--- config.mk ---
export PLATFORM = sky130hd
export DESIGN_NAME = serial_cmd_decoder
export DESIGN_NICKNAME = d
export VERILOG_FILES = /design/src/rtl/scd_pkg.sv /design/src/rtl/scd_pin_sync.sv /design/src/rtl/scd_byte_rx.sv /design/src/rtl/scd_cmd_core.sv /design/src/rtl/scd_key_tx.sv /design/src/rtl/serial_cmd_decoder.sv
export SDC_FILE = /design/constraint.sdc
export NUM_CORES = 1
export LEC_CHECK = 0
export CORE_UTILIZATION = 62
export CTS_CLUSTER_SIZE = 8
export DETAILED_ROUTE_END_ITERATION = 8
export DONT_BUFFER_PORTS = 1
export PLACE_DENSITY = 0.78
export SYNTH_ARGS = -nofsm -noshare
export SYNTH_HDL_FRONTEND = slang
export SYNTH_SLANG_ARGS = --single-unit
--- constraint.sdc ---
create_clock -name clk -period 2.42 [get_ports clk]
set_clock_uncertainty 0.2 [all_clocks]
set_input_delay 0.484 -clock clk [delete_from_list [all_inputs] [get_ports clk]]
set_output_delay 0.484 -clock clk [all_outputs]
set_load 0.005 [all_outputs]
--- src/rtl/scd_pkg.sv ---
package scd_pkg;

  localparam int unsigned BYTE_W = 8;

  typedef enum logic [1:0] {
    CLS_MODE = 2'b00,
    CLS_DATA = 2'b01,
    CLS_CTRL = 2'b10,
    CLS_ADDR = 2'b11
  } cmd_cls_e;

  typedef enum logic [1:0] {
    RW_WRITE = 2'b00,
    RW_KEY_A = 2'b01,
    RW_KEY_B = 2'b10,
    RW_NONE  = 2'b11
  } rw_sel_e;

endpackage

--- src/rtl/scd_pin_sync.sv ---
// Synchronises the three serial pins and derives serial clock edges.
module scd_pin_sync #(
  parameter int unsigned STAGES = 2
) (
  input  logic clk,
  input  logic rst,
  input  logic sclk_pin,
  input  logic stb_pin,
  input  logic din_pin,
  output logic sclk_rise,
  output logic sclk_fall,
  output logic stb_lvl,
  output logic din_lvl
);

  localparam int unsigned NPINS = 3;

  logic [NPINS-1:0] pins;
  logic [NPINS-1:0] lvl;
  logic             sclk_prev;

  assign pins = {din_pin, stb_pin, sclk_pin};

  // Reset values match the idle bus: clock high, strobe high, data low.
  localparam logic [NPINS-1:0] IDLE = 3'b011;

  for (genvar p = 0; p < NPINS; p++) begin : g_pin
    logic [STAGES-1:0] pipe;
    always_ff @(posedge clk) begin
      if (rst) pipe <= {STAGES{IDLE[p]}};
      else     pipe <= {pipe[STAGES-2:0], pins[p]};
    end
    assign lvl[p] = pipe[STAGES-1];
  end

  always_ff @(posedge clk) begin
    if (rst) sclk_prev <= 1'b1;
    else     sclk_prev <= lvl[0];
  end

  assign sclk_rise = lvl[0] & ~sclk_prev;
  assign sclk_fall = ~lvl[0] & sclk_prev;
  assign stb_lvl   = lvl[1];
  assign din_lvl   = lvl[2];

endmodule

--- src/rtl/scd_byte_rx.sv ---
// Assembles LSB-first bytes and tags the first byte of a frame.
module scd_byte_rx #(
  parameter int unsigned BITS = 8
) (
  input  logic            clk,
  input  logic            rst,
  input  logic            stb_lvl,
  input  logic            sclk_rise,
  input  logic            din_lvl,
  output logic            byte_vld,
  output logic            byte_is_cmd,
  output logic [BITS-1:0] byte_data
);

  localparam int unsigned CNT_W = $clog2(BITS);
  localparam logic [CNT_W-1:0] LAST_BIT = CNT_W'(BITS - 1);

  logic [CNT_W-1:0] cnt_q;
  logic [BITS-1:0]  sh_q;
  logic             first_q;

  always_ff @(posedge clk) begin
    if (rst || stb_lvl) begin
      cnt_q       <= '0;
      sh_q        <= '0;
      first_q     <= 1'b1;
      byte_vld    <= 1'b0;
      byte_is_cmd <= 1'b0;
      byte_data   <= '0;
    end else begin
      byte_vld <= 1'b0;
      if (sclk_rise) begin
        sh_q  <= {din_lvl, sh_q[BITS-1:1]};
        cnt_q <= cnt_q + CNT_W'(1);
        if (cnt_q == LAST_BIT) begin
          byte_vld    <= 1'b1;
          byte_data   <= {din_lvl, sh_q[BITS-1:1]};
          byte_is_cmd <= first_q;
          first_q     <= 1'b0;
        end
      end
    end
  end

endmodule

--- src/rtl/scd_cmd_core.sv ---
// Instruction decode, configuration state, address pointer, RAM writes.
module scd_cmd_core
  import scd_pkg::*;
#(
  parameter int unsigned ADDR_W     = 5,
  parameter int unsigned LAST_ADDR  = 29,
  parameter int unsigned MODE_W     = 4,
  parameter int unsigned DIM_W      = 3,
  parameter logic [3:0]  RESET_MODE = 4'b0110
) (
  input  logic              clk,
  input  logic              rst,
  input  logic              stb_lvl,
  input  logic              byte_vld,
  input  logic              byte_is_cmd,
  input  logic [BYTE_W-1:0] byte_data,
  output logic              read_start,
  output logic              ram_we,
  output logic [ADDR_W-1:0] ram_addr,
  output logic [BYTE_W-1:0] ram_wdata,
  output logic [MODE_W-1:0] mode,
  output logic [DIM_W-1:0]  dim,
  output logic              disp_on,
  output logic              test_mode
);

  localparam logic [ADDR_W-1:0] LAST_A = ADDR_W'(LAST_ADDR);

  cmd_cls_e          cls;
  rw_sel_e           rw_q;
  logic [ADDR_W-1:0] addr_q;
  logic              fixed_q;
  logic              rd_frame_q;
  logic              addr_ok;
  logic              key_sel;

  assign cls     = cmd_cls_e'(byte_data[7:6]);
  assign addr_ok = (addr_q <= LAST_A);
  assign key_sel = (byte_data[1:0] == RW_KEY_A) || (byte_data[1:0] == RW_KEY_B);

  always_ff @(posedge clk) begin
    if (rst) begin
      rw_q       <= RW_WRITE;
      addr_q     <= '0;
      fixed_q    <= 1'b0;
      test_mode  <= 1'b0;
      rd_frame_q <= 1'b0;
      read_start <= 1'b0;
      ram_we     <= 1'b0;
      ram_addr   <= '0;
      ram_wdata  <= '0;
      mode       <= MODE_W'(RESET_MODE);
      dim        <= '0;
      disp_on    <= 1'b0;
    end else begin
      ram_we     <= 1'b0;
      read_start <= 1'b0;
      if (stb_lvl) rd_frame_q <= 1'b0;
      if (byte_vld) begin
        if (byte_is_cmd) begin
          unique case (cls)
            CLS_MODE: begin
              if (byte_data[MODE_W-1:0] != mode) begin
                mode    <= byte_data[MODE_W-1:0];
                disp_on <= 1'b0;
              end
            end
            CLS_DATA: begin
              rw_q      <= rw_sel_e'(byte_data[1:0]);
              fixed_q   <= byte_data[2];
              test_mode <= byte_data[3];
              if (key_sel) begin
                rd_frame_q <= 1'b1;
                read_start <= 1'b1;
              end
            end
            CLS_CTRL: begin
              dim     <= byte_data[DIM_W-1:0];
              disp_on <= byte_data[3];
            end
            CLS_ADDR: begin
              if (!byte_data[5]) addr_q <= byte_data[ADDR_W-1:0];
            end
          endcase
        end else if (!rd_frame_q && rw_q == RW_WRITE && addr_ok) begin
          ram_we    <= 1'b1;
          ram_addr  <= addr_q;
          ram_wdata <= byte_data;
          if (!fixed_q) addr_q <= addr_q + ADDR_W'(1);
        end
      end
    end
  end

endmodule

--- src/rtl/scd_key_tx.sv ---
// Shifts key bytes out LSB first on falling serial clock edges.
module scd_key_tx #(
  parameter int unsigned KEY_BYTES = 4,
  parameter int unsigned BITS      = 8,
  localparam int unsigned KIDX_W   = $clog2(KEY_BYTES)
) (
  input  logic              clk,
  input  logic              rst,
  input  logic              stb_lvl,
  input  logic              sclk_fall,
  input  logic              read_start,
  input  logic [BITS-1:0]   key_byte,
  output logic [KIDX_W-1:0] key_idx,
  output logic              dout
);

  localparam int unsigned IDX_W = $clog2(KEY_BYTES + 1);
  localparam int unsigned BIT_W = $clog2(BITS);
  localparam logic [IDX_W-1:0] DONE_IDX = IDX_W'(KEY_BYTES);
  localparam logic [BIT_W-1:0] LAST_BIT = BIT_W'(BITS - 1);

  logic             active_q;
  logic [BIT_W-1:0] bit_q;
  logic [IDX_W-1:0] idx_q;

  always_ff @(posedge clk) begin
    if (rst || stb_lvl) begin
      active_q <= 1'b0;
      bit_q    <= '0;
      idx_q    <= '0;
      dout     <= 1'b1;
    end else if (read_start) begin
      active_q <= 1'b1;
      bit_q    <= '0;
      idx_q    <= '0;
    end else if (active_q && sclk_fall) begin
      if (idx_q == DONE_IDX) begin
        dout     <= 1'b1;
        active_q <= 1'b0;
      end else begin
        dout  <= key_byte[bit_q];
        bit_q <= bit_q + BIT_W'(1);
        if (bit_q == LAST_BIT) idx_q <= idx_q + IDX_W'(1);
      end
    end
  end

  assign key_idx = idx_q[KIDX_W-1:0];

endmodule

--- src/rtl/serial_cmd_decoder.sv ---
module serial_cmd_decoder
  import scd_pkg::*;
#(
  parameter int unsigned ADDR_W      = 5,
  parameter int unsigned LAST_ADDR   = 29,
  parameter int unsigned KEY_BYTES   = 4,
  parameter int unsigned SYNC_STAGES = 2,
  parameter int unsigned MODE_W      = 4,
  parameter int unsigned DIM_W       = 3,
  parameter logic [3:0]  RESET_MODE  = 4'b0110,
  localparam int unsigned KIDX_W     = $clog2(KEY_BYTES)
) (
  input  logic              clk,
  input  logic              rst,
  input  logic              ser_clk_i,
  input  logic              ser_stb_i,
  input  logic              ser_din_i,
  output logic              ser_dout_o,
  output logic              ser_dout_oe_n_o,
  output logic              ram_we_o,
  output logic [ADDR_W-1:0] ram_addr_o,
  output logic [7:0]        ram_wdata_o,
  output logic [KIDX_W-1:0] key_idx_o,
  input  logic [7:0]        key_byte_i,
  output logic [MODE_W-1:0] cfg_mode_o,
  output logic [DIM_W-1:0]  cfg_dim_o,
  output logic              cfg_disp_on_o,
  output logic              cfg_test_o
);

  logic              sclk_rise;
  logic              sclk_fall;
  logic              stb_lvl;
  logic              din_lvl;
  logic              rx_vld;
  logic              rx_is_cmd;
  logic [BYTE_W-1:0] rx_data;
  logic              read_start;
  logic              dout_bit;

  scd_pin_sync #(.STAGES(SYNC_STAGES)) u_sync (
    .clk       (clk),
    .rst       (rst),
    .sclk_pin  (ser_clk_i),
    .stb_pin   (ser_stb_i),
    .din_pin   (ser_din_i),
    .sclk_rise (sclk_rise),
    .sclk_fall (sclk_fall),
    .stb_lvl   (stb_lvl),
    .din_lvl   (din_lvl)
  );

  scd_byte_rx #(.BITS(BYTE_W)) u_rx (
    .clk         (clk),
    .rst         (rst),
    .stb_lvl     (stb_lvl),
    .sclk_rise   (sclk_rise),
    .din_lvl     (din_lvl),
    .byte_vld    (rx_vld),
    .byte_is_cmd (rx_is_cmd),
    .byte_data   (rx_data)
  );

  scd_cmd_core #(
    .ADDR_W     (ADDR_W),
    .LAST_ADDR  (LAST_ADDR),
    .MODE_W     (MODE_W),
    .DIM_W      (DIM_W),
    .RESET_MODE (RESET_MODE)
  ) u_core (
    .clk         (clk),
    .rst         (rst),
    .stb_lvl     (stb_lvl),
    .byte_vld    (rx_vld),
    .byte_is_cmd (rx_is_cmd),
    .byte_data   (rx_data),
    .read_start  (read_start),
    .ram_we      (ram_we_o),
    .ram_addr    (ram_addr_o),
    .ram_wdata   (ram_wdata_o),
    .mode        (cfg_mode_o),
    .dim         (cfg_dim_o),
    .disp_on     (cfg_disp_on_o),
    .test_mode   (cfg_test_o)
  );

  scd_key_tx #(.KEY_BYTES(KEY_BYTES), .BITS(BYTE_W)) u_tx (
    .clk        (clk),
    .rst        (rst),
    .stb_lvl    (stb_lvl),
    .sclk_fall  (sclk_fall),
    .read_start (read_start),
    .key_byte   (key_byte_i),
    .key_idx    (key_idx_o),
    .dout       (dout_bit)
  );

  // Open drain: pull low only for a zero bit; a released line reads as 1.
  assign ser_dout_o      = dout_bit;
  assign ser_dout_oe_n_o = dout_bit;

endmodule

Yosys cells after proc, flatten, opt, wreduce, memory -nomap -nowiden --
Index checks and enable logic that the tools add are counted.
Cells by class: add/sub/neg operators 4, multipliers 0, divide/modulo/power cells 0, magnitude comparators 2, eq/ne operators 13, shift-type cells 0, mux-type cells 21, bitwise gates (word level) 10, reduce and logical (&&, ||, !) cells 27
Operator list (count):
- $mux W5 | 5
- $mux W1 | 14
- $reduce_and A3 Y1 | 4
- $add A3 B1 Y3 const B | 3
- $eq A3 B3 Y1 const B | 3
- $not A1 Y1 | 8
- $reduce_and A2 Y1 | 4
- $reduce_and A4 Y1 | 2
- $reduce_bool A2 Y1 | 4
- $eq A2 B2 Y1 const B | 3
- $add A5 B1 Y5 const B | 1
- $le A5 B5 Y1 const B | 1
- $reduce_and A5 Y1 | 1
- $eq A2 B1 Y1 const B | 2
- $logic_not A2 Y1 | 2
- $lt A3 B4 Y1 const B | 1
- $ne A2 B1 Y1 const B | 2
- $ne A2 B2 Y1 const B | 2
- $ne A4 B4 Y1 | 1
- $reduce_or A2 Y1 | 2
- $reduce_or A4 Y1 | 1
- $bmux W1 S3 | 1
- $logic_and A1 B1 Y1 | 3
- $reduce_or A3 Y1 | 1
- other kinds (4) | 6
Word-level totals: register bits after elaboration 70, latch bits 0, bits in writable memories 0, memory bits (read-only) 0, bits of input ports 13, word-level logic and storage cells 103, memories 0

Logic depth before layout (Yosys ltp) --
Gate-level depths: netlist of run 1.
depth in word-level cells 6, mapped depth 7

Modules after synthesis --
From an unflattened synthesis of run 1, not the netlist that was laid out.
Unflattened totals: cells, all modules 317, area total of the unflattened synthesis 3084.2 sq um
Modules (own cells, without submodules):
- scd_cmd_core | times used 1, cells an instance 166, area an instance 1550.2 sq um, seq. area each 660.6 sq um
- scd_byte_rx | times used 1, cells an instance 81, area an instance 838.3 sq um, seq. area each 420.4 sq um
- scd_key_tx | times used 1, cells an instance 53, area an instance 491.7 sq um, seq. area each 160.2 sq um
- scd_pin_sync | times used 1, cells an instance 16, area an instance 196.4 sq um, seq. area each 140.1 sq um
- serial_cmd_decoder | times used 1, cells an instance 1, area an instance 7.5 sq um, seq. area each 0.0 sq um

Least setup slack after synthesis of run 1 --
OpenSTA, ideal clock, no wires.
path type flip-flop to flip-flop, start reg u_core.addr_q[1], end reg u_core.ram_addr[0], setup time 0.128 ns, arrival 1.544 ns, data required time 2.092 ns, path slack 0.548 ns, cell stages (with the launch flop) 8, path buffers 1, clock period less this slack 1.872 ns, cell sequence dfxtp_1 -> inv_1 -> ha_1 -> nand4b_1 -> o211ai_4 -> buf_8 -> mux2i_1 -> nor2_1
On the way: cells in the longest elaborated chain, start to end 3
RTL lines:
- from (decl) | RTL line scd_cmd_core.sv:31 | logic [ADDR_W-1:0] addr_q;
- from (signal assigned) | RTL line scd_cmd_core.sv:82 | if (!byte_data[5]) addr_q <= byte_data[ADDR_W-1:0];
- from (signal assigned) | RTL line scd_cmd_core.sv:89 | if (!fixed_q) addr_q <= addr_q + ADDR_W'(1);
- $le A5 B5 Y1 | RTL line scd_cmd_core.sv:38 | assign addr_ok = (addr_q <= LAST_A);
- $logic_and A1 B1 Y1 | RTL line scd_cmd_core.sv:85 | end else if (!rd_frame_q && rw_q == RW_WRITE && addr_ok) begin
- $reduce_and A3 Y1 (no line)
- to (signal assigned) | RTL line scd_cmd_core.sv:87 | ram_addr <= addr_q;
- to (decl) | RTL line scd_cmd_core.sv:19 | output logic [ADDR_W-1:0] ram_addr,
No other way between the ends. A chain may end at the register's enable or synchronous reset.

Worst setup path in the final report of run 1 --
start reg u_core.addr_q[1], end reg u_core.addr_q[1]
On the way: cells in the longest elaborated chain, start to end 4, elaborated cells on any way between the ends 8, those cells by class 1 x add/sub; 1 x order compare; 3 x mux; 3 x reduce/logical
RTL lines (RTL line):
- $add A5 B1 Y5 / $le A5 B5 Y1 (equally long branches) | scd_cmd_core.sv:89, scd_cmd_core.sv:38
- $mux W5 / $logic_and A1 B1 Y1 (equally long branches) | scd_cmd_core.sv:89, scd_cmd_core.sv:85
- $mux W5 / $reduce_bool A2 Y1 (equally long branches)
- $mux W5 / $reduce_and A5 Y1 (equally long branches)
Parallel ways exist; a longest one is shown, timed or not. The select of a mux whose other input is x is not followed.

==> reports/results.txt, run 1 <==
outcome -> complete, but fails checks
failing checks -> DRC
total wire length -> 5.467 mm
CTS Buf Count -> 9
clk slew on worst S/H paths -> 0.07 ns
R2R depth -> 6
global route hottest layer -> met2
Core ar. -> 4444 µm²
register area share after synthesis -> 47.30%
hold path cells -> 1
GRT Total Usage -> 24.10%
crit path time final -> 2.009 ns
Rel. slew slack -> 64.73%
reg2reg end -> u_core.addr_q[1]
asr flop ratio synth -> 0%
setup tns final -> 0 ns
ANT cells -> 0
routing usage on met3 -> 8.405%
worst hold path type -> in -> reg
Die Height -> 70.63 µm
Arr. time, crit path -> 2.03 ns
DPL Wire Length -> 3.725 mm
vias in the first global route -> 1,968
first-pass GRT wire length -> 9.239 mm
Final #Nets -> 338
final setup fails -> 0
Final Hold Vio Count -> 0
Avg Inst Size Synth -> 9.155 µm²
row cnt -> 24
Setup crit end kind -> flop
PnR worst setup slack -> 0.4111 ns
via count -> 2,092
synthesized flop and latch total -> 69
startpoint types -> flop
CTS tree -> done
htree depth -> 3
stages on the worst setup path -> 6
r2r startpoint -> u_core.addr_q[1]
Final Cycle Share -> 83.01%
initial antenna violation count -> 0
Port Buffers -> 0
delay-heaviest family, CP -> compound AO/OA/AOI/OAI gates
Max Root-Sink Buffers -> 2
crit-path cells -> inv_1 > ha_1 > nand4b_1 > o21ai_2 > a21o_2 > mux2_4
DRC -> 13
# IOs -> 40
clock latency on the worst-skew pair -> 0.34 ns
largest net degree at the start of global routing -> 47
Post-Synthesis Cells -> 319
Slew Limit Fails -> 0
drt pass-1 iters -> 7
met2 GRT Util -> 35.81%
clk root buf -> clkbuf_8
final hold slack -> 0.02436 ns
leakage -> 1.274 nW
Post-synth top flop -> dfxtp_1
critical path class -> reg -> reg
Design Power -> 0.001969 W
routability cong. -> 0.8788
CP max stage delay -> 0.38 ns
most frequent cells in the layout -> dfxtp_1, nand2_1, nor2_1
peak supply drop -> 0.3845 mV
Yosys Warn Count -> 0
RSZ-0062 raised after global routing -> no
finished layout cell area -> 3113 µm²
die area -> 4989 µm²
number of flops mapped to enable cells by yosys -> 0
# Max-Cap Violations -> 0
detailed router's first-iteration violation count -> 131
die width -> 70.63 µm
Max FO, Critical Path -> 5
Fmax -> 497.8 MHz
CP max stage cell -> dfxtp_1
met1 usage in global routing -> 31.86%
Setup WS pre-CTS -> 0.4353 ns
PostCTS Resize Cnt -> 0
GRT overflow -> 0
antenna viol nets, final -> 0
CP Buf/Inv Count -> 1
Clock Sinks -> 69
end point of the critical path -> u_core.addr_q[1]
CP required -> 2.44 ns
most common cell after layout, fill and taps aside -> dfxtp_1
DP Area -> 2938 µm²
Post-Syn Area -> 2920 µm²
R2R setup slack -> 0.41 ns
Yosys cell types -> 45
share of cells above drive strength 1 -> 11.25%
drt wl/cell -> 14.70 µm
post-synth net total -> 340
Initial Utilization -> 65.71%
Worst Max-Slew Pin Slew -> 0.5279 ns
Syn-to-layout area delta -> 6.598%
Vias/cell -> 5.624
PwrDens -> 632.6 nW/µm²
Worst Setup SP -> u_core.addr_q[1]
-- per-stage QoR --
stage	cells	util, %
2_1_floorplan	319	-
3_3_place_gp	357	66.10
3_5_place_dp	357	66.10
4_1_cts	372	70.05
5_1_grt	372	70.05
6_report	372	70.05
-- metal layers --
| metal | up-vias | routed length, µm | share of wire (%) |
|---|---|---|---|
| met5 | - | 0 | 0 |
| met4 | 0 | 44 | 0.80 |
| met3 | 4 | 428 | 7.8 |
| met2 | 71 | 2410 | 44 |
| met1 | 957 | 2584 | 47 |
| li1 | 1060 | - | - |
-- worst register-to-register path: stages, from the launching register on --
cell      delay (ns)
dfxtp_1         0.38
inv_1           0.07
ha_1            0.17
nand4b_1        0.27
o21ai_2         0.30
a21o_2          0.22
mux2_4          0.30
-- cells by family after synthesis --
| logic type | synth area share [%] |
|---|---|
| adder cells (fa/ha/maj) | 3.428 |
| AO/OA/AOI/OAI | 11.48 |
| buffers and inverters | 4.456 |
| multiplexers | 9.597 |
| XOR/XNOR | 2.699 |
| AND/OR/NAND/NOR | 21.04 |
| flip-flops | 47.30 |
-- where the power goes --
part / leakage [nW] / switching, W / total, W / internal, W
Clock: 0.0881 / 0.000390 / 0.000804 / 0.000413
Combinational: 0.628 / 0.0000112 / 0.0000229 / 0.0000117
Sequential: 0.557 / 0.00000226 / 0.00114 / 0.00114
-- Yosys cell counts (3+ instances only) --
cell type  count  area share (%)
buf_4          3            0.77
or2_2          5             1.1
xnor2_1        3            0.90
and3_1         3            0.64
mux2i_1       22             7.5
xor2_1         6             1.8
nor2b_1        6             1.3
a21oi_1       31             5.3
clkbuf_1      14             1.8
o21ai_0        3            0.51
dfxtp_1       69              47
nor2_1        39             5.0
ha_1           8             3.4
nand2_1       51             6.6
nand3_1        6             1.0
inv_1          6            0.77
nand2b_1       8             1.7
-- registers in the layout (all words and copies together) (netlist names), 2 cells and up --
register and cells:
u_core.dim 3, u_sync.g_pin.pipe 6, u_rx.byte_data 8, u_core.rw_q 2
u_core.mode 4, u_core.ram_wdata 8, u_tx.bit_q 3, u_rx.sh_q 7
u_rx.cnt_q 3, u_core.ram_addr 5, u_core.addr_q 5, u_tx.idx_q 3
-- timing repair --
action                    in CTS  in global routing
hold endpoints to repair       5                  0
setup buffers                  0                  0
hold buffers                   1                  0
-- area by class of cell --
class	instances	area, µm²
clock buffer	12	155.1
clock inverter	2	10.01
fill	340	1331
inverter	6	22.52
multi-input combinational	222	1409
sequential	69	1381
tap	52	65.06
timing repair buffer	9	70.07
-- how the worst min path moves through the flow --
stage                                        from                 endpoint
final                                         rst            u_core.dim[1]
after global routing                          rst      u_core.ram_wdata[0]
after CTS                                     rst            u_core.dim[1]
after detailed placement  u_sync.g_pin[1].pipe[0]  u_sync.g_pin[1].pipe[1]
after global placement    u_sync.g_pin[1].pipe[0]  u_sync.g_pin[1].pipe[1]
after floorplan           u_sync.g_pin[0].pipe[0]  u_sync.g_pin[0].pipe[1]
Note: power is estimated with default switching activity, not from simulation.
==> inputs of run 2 (changes only) <==
Settings changed: CORE_UTILIZATION 62 to 56, PLACE_DENSITY 0.78 to 0.74.
Clock period 2.42 ns to 1.8 ns, I/O delays scaled along.
==> run 2 against run 1 <==
  * Utilization shrank 1.7 points
  * Critical endpoint is now u_core.ram_addr[3]
  * Highest routed layer unchanged
  * Hold slack got worse by 0.016 ns
  * The flow finishes with violations (setup timing)
  * Die area is 10% higher
  * Design area increased by 7.1%
  * Largest cell class unchanged
==> reports/results.txt, run 2 (synthesis results as in run 1) <==
delay-heaviest family, CP -> flip-flops
CTS tree -> done
Setup crit end kind -> flop
Max Root-Sink Buffers -> 2 (unchanged)
CTS Buf Count -> 9 (unchanged)
crit path time final -> 1.806 ns (-0.2026 ns)
Post-CTS Setup Inserts -> 0 (unchanged)
Final Hold Vio Count -> 0 (unchanged)
CP max stage cell -> dfxtp_2
total wire length -> 5.810 mm (+6.3%)
largest registers -> u_core.ram_wdata (8), u_rx.byte_data (8), u_rx.sh_q (7)
clock latency on the worst-skew pair -> 0.34 ns (about the same)
worst hold path type -> in -> reg
outcome -> complete, but fails checks
setup tns final -> -0.01217 ns (-0.01217 ns)
htree depth -> 3 (unchanged)
share of cells above drive strength 1 -> 15.93% (+4.7 points)
die width -> 74.22 µm (+5.1%)
failing checks -> setup timing
drt pass-1 iters -> 4 (-3)
PwrDens -> 849.3 nW/µm² (+34%)
GRT Total Usage -> 22.60% (-1.5 points)
via count -> 2,172 (+3.8%)
Worst Max-Slew Pin Slew -> 0.3610 ns (-0.1668 ns)
CP max stage delay -> 0.33 ns (-0.05 ns)
Vias/cell -> 5.350 (-4.9%)
Max FO, Critical Path -> 5 (unchanged)
most common cell after layout, fill and taps aside -> dfxtp_1
detailed router's first-iteration violation count -> 124 (-5.3%)
CP Buf/Inv Count -> 2 (+1)
PnR worst setup slack -> -0.006260 ns (-0.4174 ns)
Port Buffers -> 0 (unchanged)
total placed cells including tap cells -> 386 (+8.1%)
final hold slack -> 0.007933 ns (-0.01643 ns)
ANT cells -> 0 (unchanged)
antenna viol nets, final -> 0 (unchanged)
Rel. slew slack -> 75.85% (+11 points)
final setup fails -> 4 (+4)
# Max-Cap Violations -> 0 (unchanged)
CP required -> 1.83 ns (-0.61 ns)
vias in the first global route -> 1,981 (+0.66%)
DRC -> 0 (-13)
routability cong. -> 0.8572 (-2.5%)
critical path class -> reg -> reg
peak supply drop -> 0.4364 mV (+13%)
area of the multi-input gates -> 1421 µm² (+0.89%)
die area -> 5508 µm² (+10%)
register area -> 1384 µm² (+0.18%)
Syn-to-layout area delta -> 14.14%
Clock Sinks -> 69 (unchanged)
clk root buf -> clkbuf_8
drt wl/cell -> 14.31 µm (-2.6%)
RSZ-0062 raised after global routing -> yes
Die Height -> 74.22 µm (+5.1%)
initial antenna violation count -> 0 (unchanged)
# IOs -> 40 (unchanged)
first-pass GRT wire length -> 9.252 mm (+0.14%)
most frequent cells in the layout -> dfxtp_1, nand2_1, nor2_1
GRT overflow -> 0 (unchanged)
Fmax -> 553.6 MHz (+11%)
Layout Cells excl Fill -> 406 (+9.1%)
leakage -> 1.377 nW (+8.1%)
Final #Nets -> 356 (+5.3%)
largest net degree at the start of global routing -> 37 (-21%)
crit-path cells -> inv_2 > ha_4 > nand4b_1 > o211ai_4 > buf_4 > mux2i_1 > nor2_1
DPL Wire Length -> 3.931 mm (+5.5%)
row cnt -> 25 (+4.2%)
clk slew on worst S/H paths -> 0.07 ns (about the same)
# fillers -> 381 (+12%)
Slew Limit Fails -> 0 (unchanged)
Arr. time, crit path -> 1.83 ns (-0.20 ns)
Core ar. -> 4880 µm² (+9.8%)
startpoint types -> flop
Final Cycle Share -> 100.3% (+17 points)
Initial Utilization -> 59.85% (-5.9 points)
## run 2: area by class of cell
type	count	area share (%)
sequential	69	41.52
multi-input combinational	222	42.64
clock inverter	1	0.9009
inverter	6	0.6757
timing repair buffer	27	6.869
tap	67	2.515
clock buffer	14	4.880
## run 2: what timing repair did
action | CTS | global route
hold buffers | 5 | 0
resized for setup | 0 | 4
endpoints found under the hold margin | 35 | 0
endpoints found under the setup margin | 0 | 18
## run 2: routing by layer
metal	wire length (µm)	vias to the layer above	global-route usage, %
li1	-	1103	-
met1	2913	1015	32.12
met2	2532	44	32.12
met3	251	10	4.878
met4	114	0	11.74
met5	0	-	0
## run 2: final timing paths
path                                         startpoint  slack [ns]                 endpoint  cells past startpoint
worst max register to register         u_core.addr_q[1]      -0.006       u_core.ram_addr[3]                      7
worst min register to register  u_sync.g_pin[0].pipe[0]        0.21  u_sync.g_pin[0].pipe[1]                      1
worst max-delay path                   u_core.addr_q[1]      -0.006       u_core.ram_addr[3]                      7
worst min-delay path                                rst       0.008           u_core.mode[2]                      2
## run 2: power by group
part / internal (W) / leakage, nW / switching (W) / total [W]
Clock: 0.000711 / 0.0968 / 0.000532 / 0.00124
Sequential: 0.00153 / 0.558 / 0.00000291 / 0.00154
Combinational: 0.0000253 / 0.722 / 0.0000272 / 0.0000524
## run 2: metrics by stage
step	cell area [µm²]	worst slack, ns	total power, W	util [%]
6_report	3333	-0.006260	0.002831	68.31
5_1_grt	3333	-0.05948	0.002917	68.31
2_1_floorplan	2922	0.002625	0.001604	-
3_5_place_dp	3063	0.03654	0.001598	62.77
3_3_place_gp	3063	0.07426	0.001598	62.77
4_1_cts	3316	0.02568	0.002849	67.95
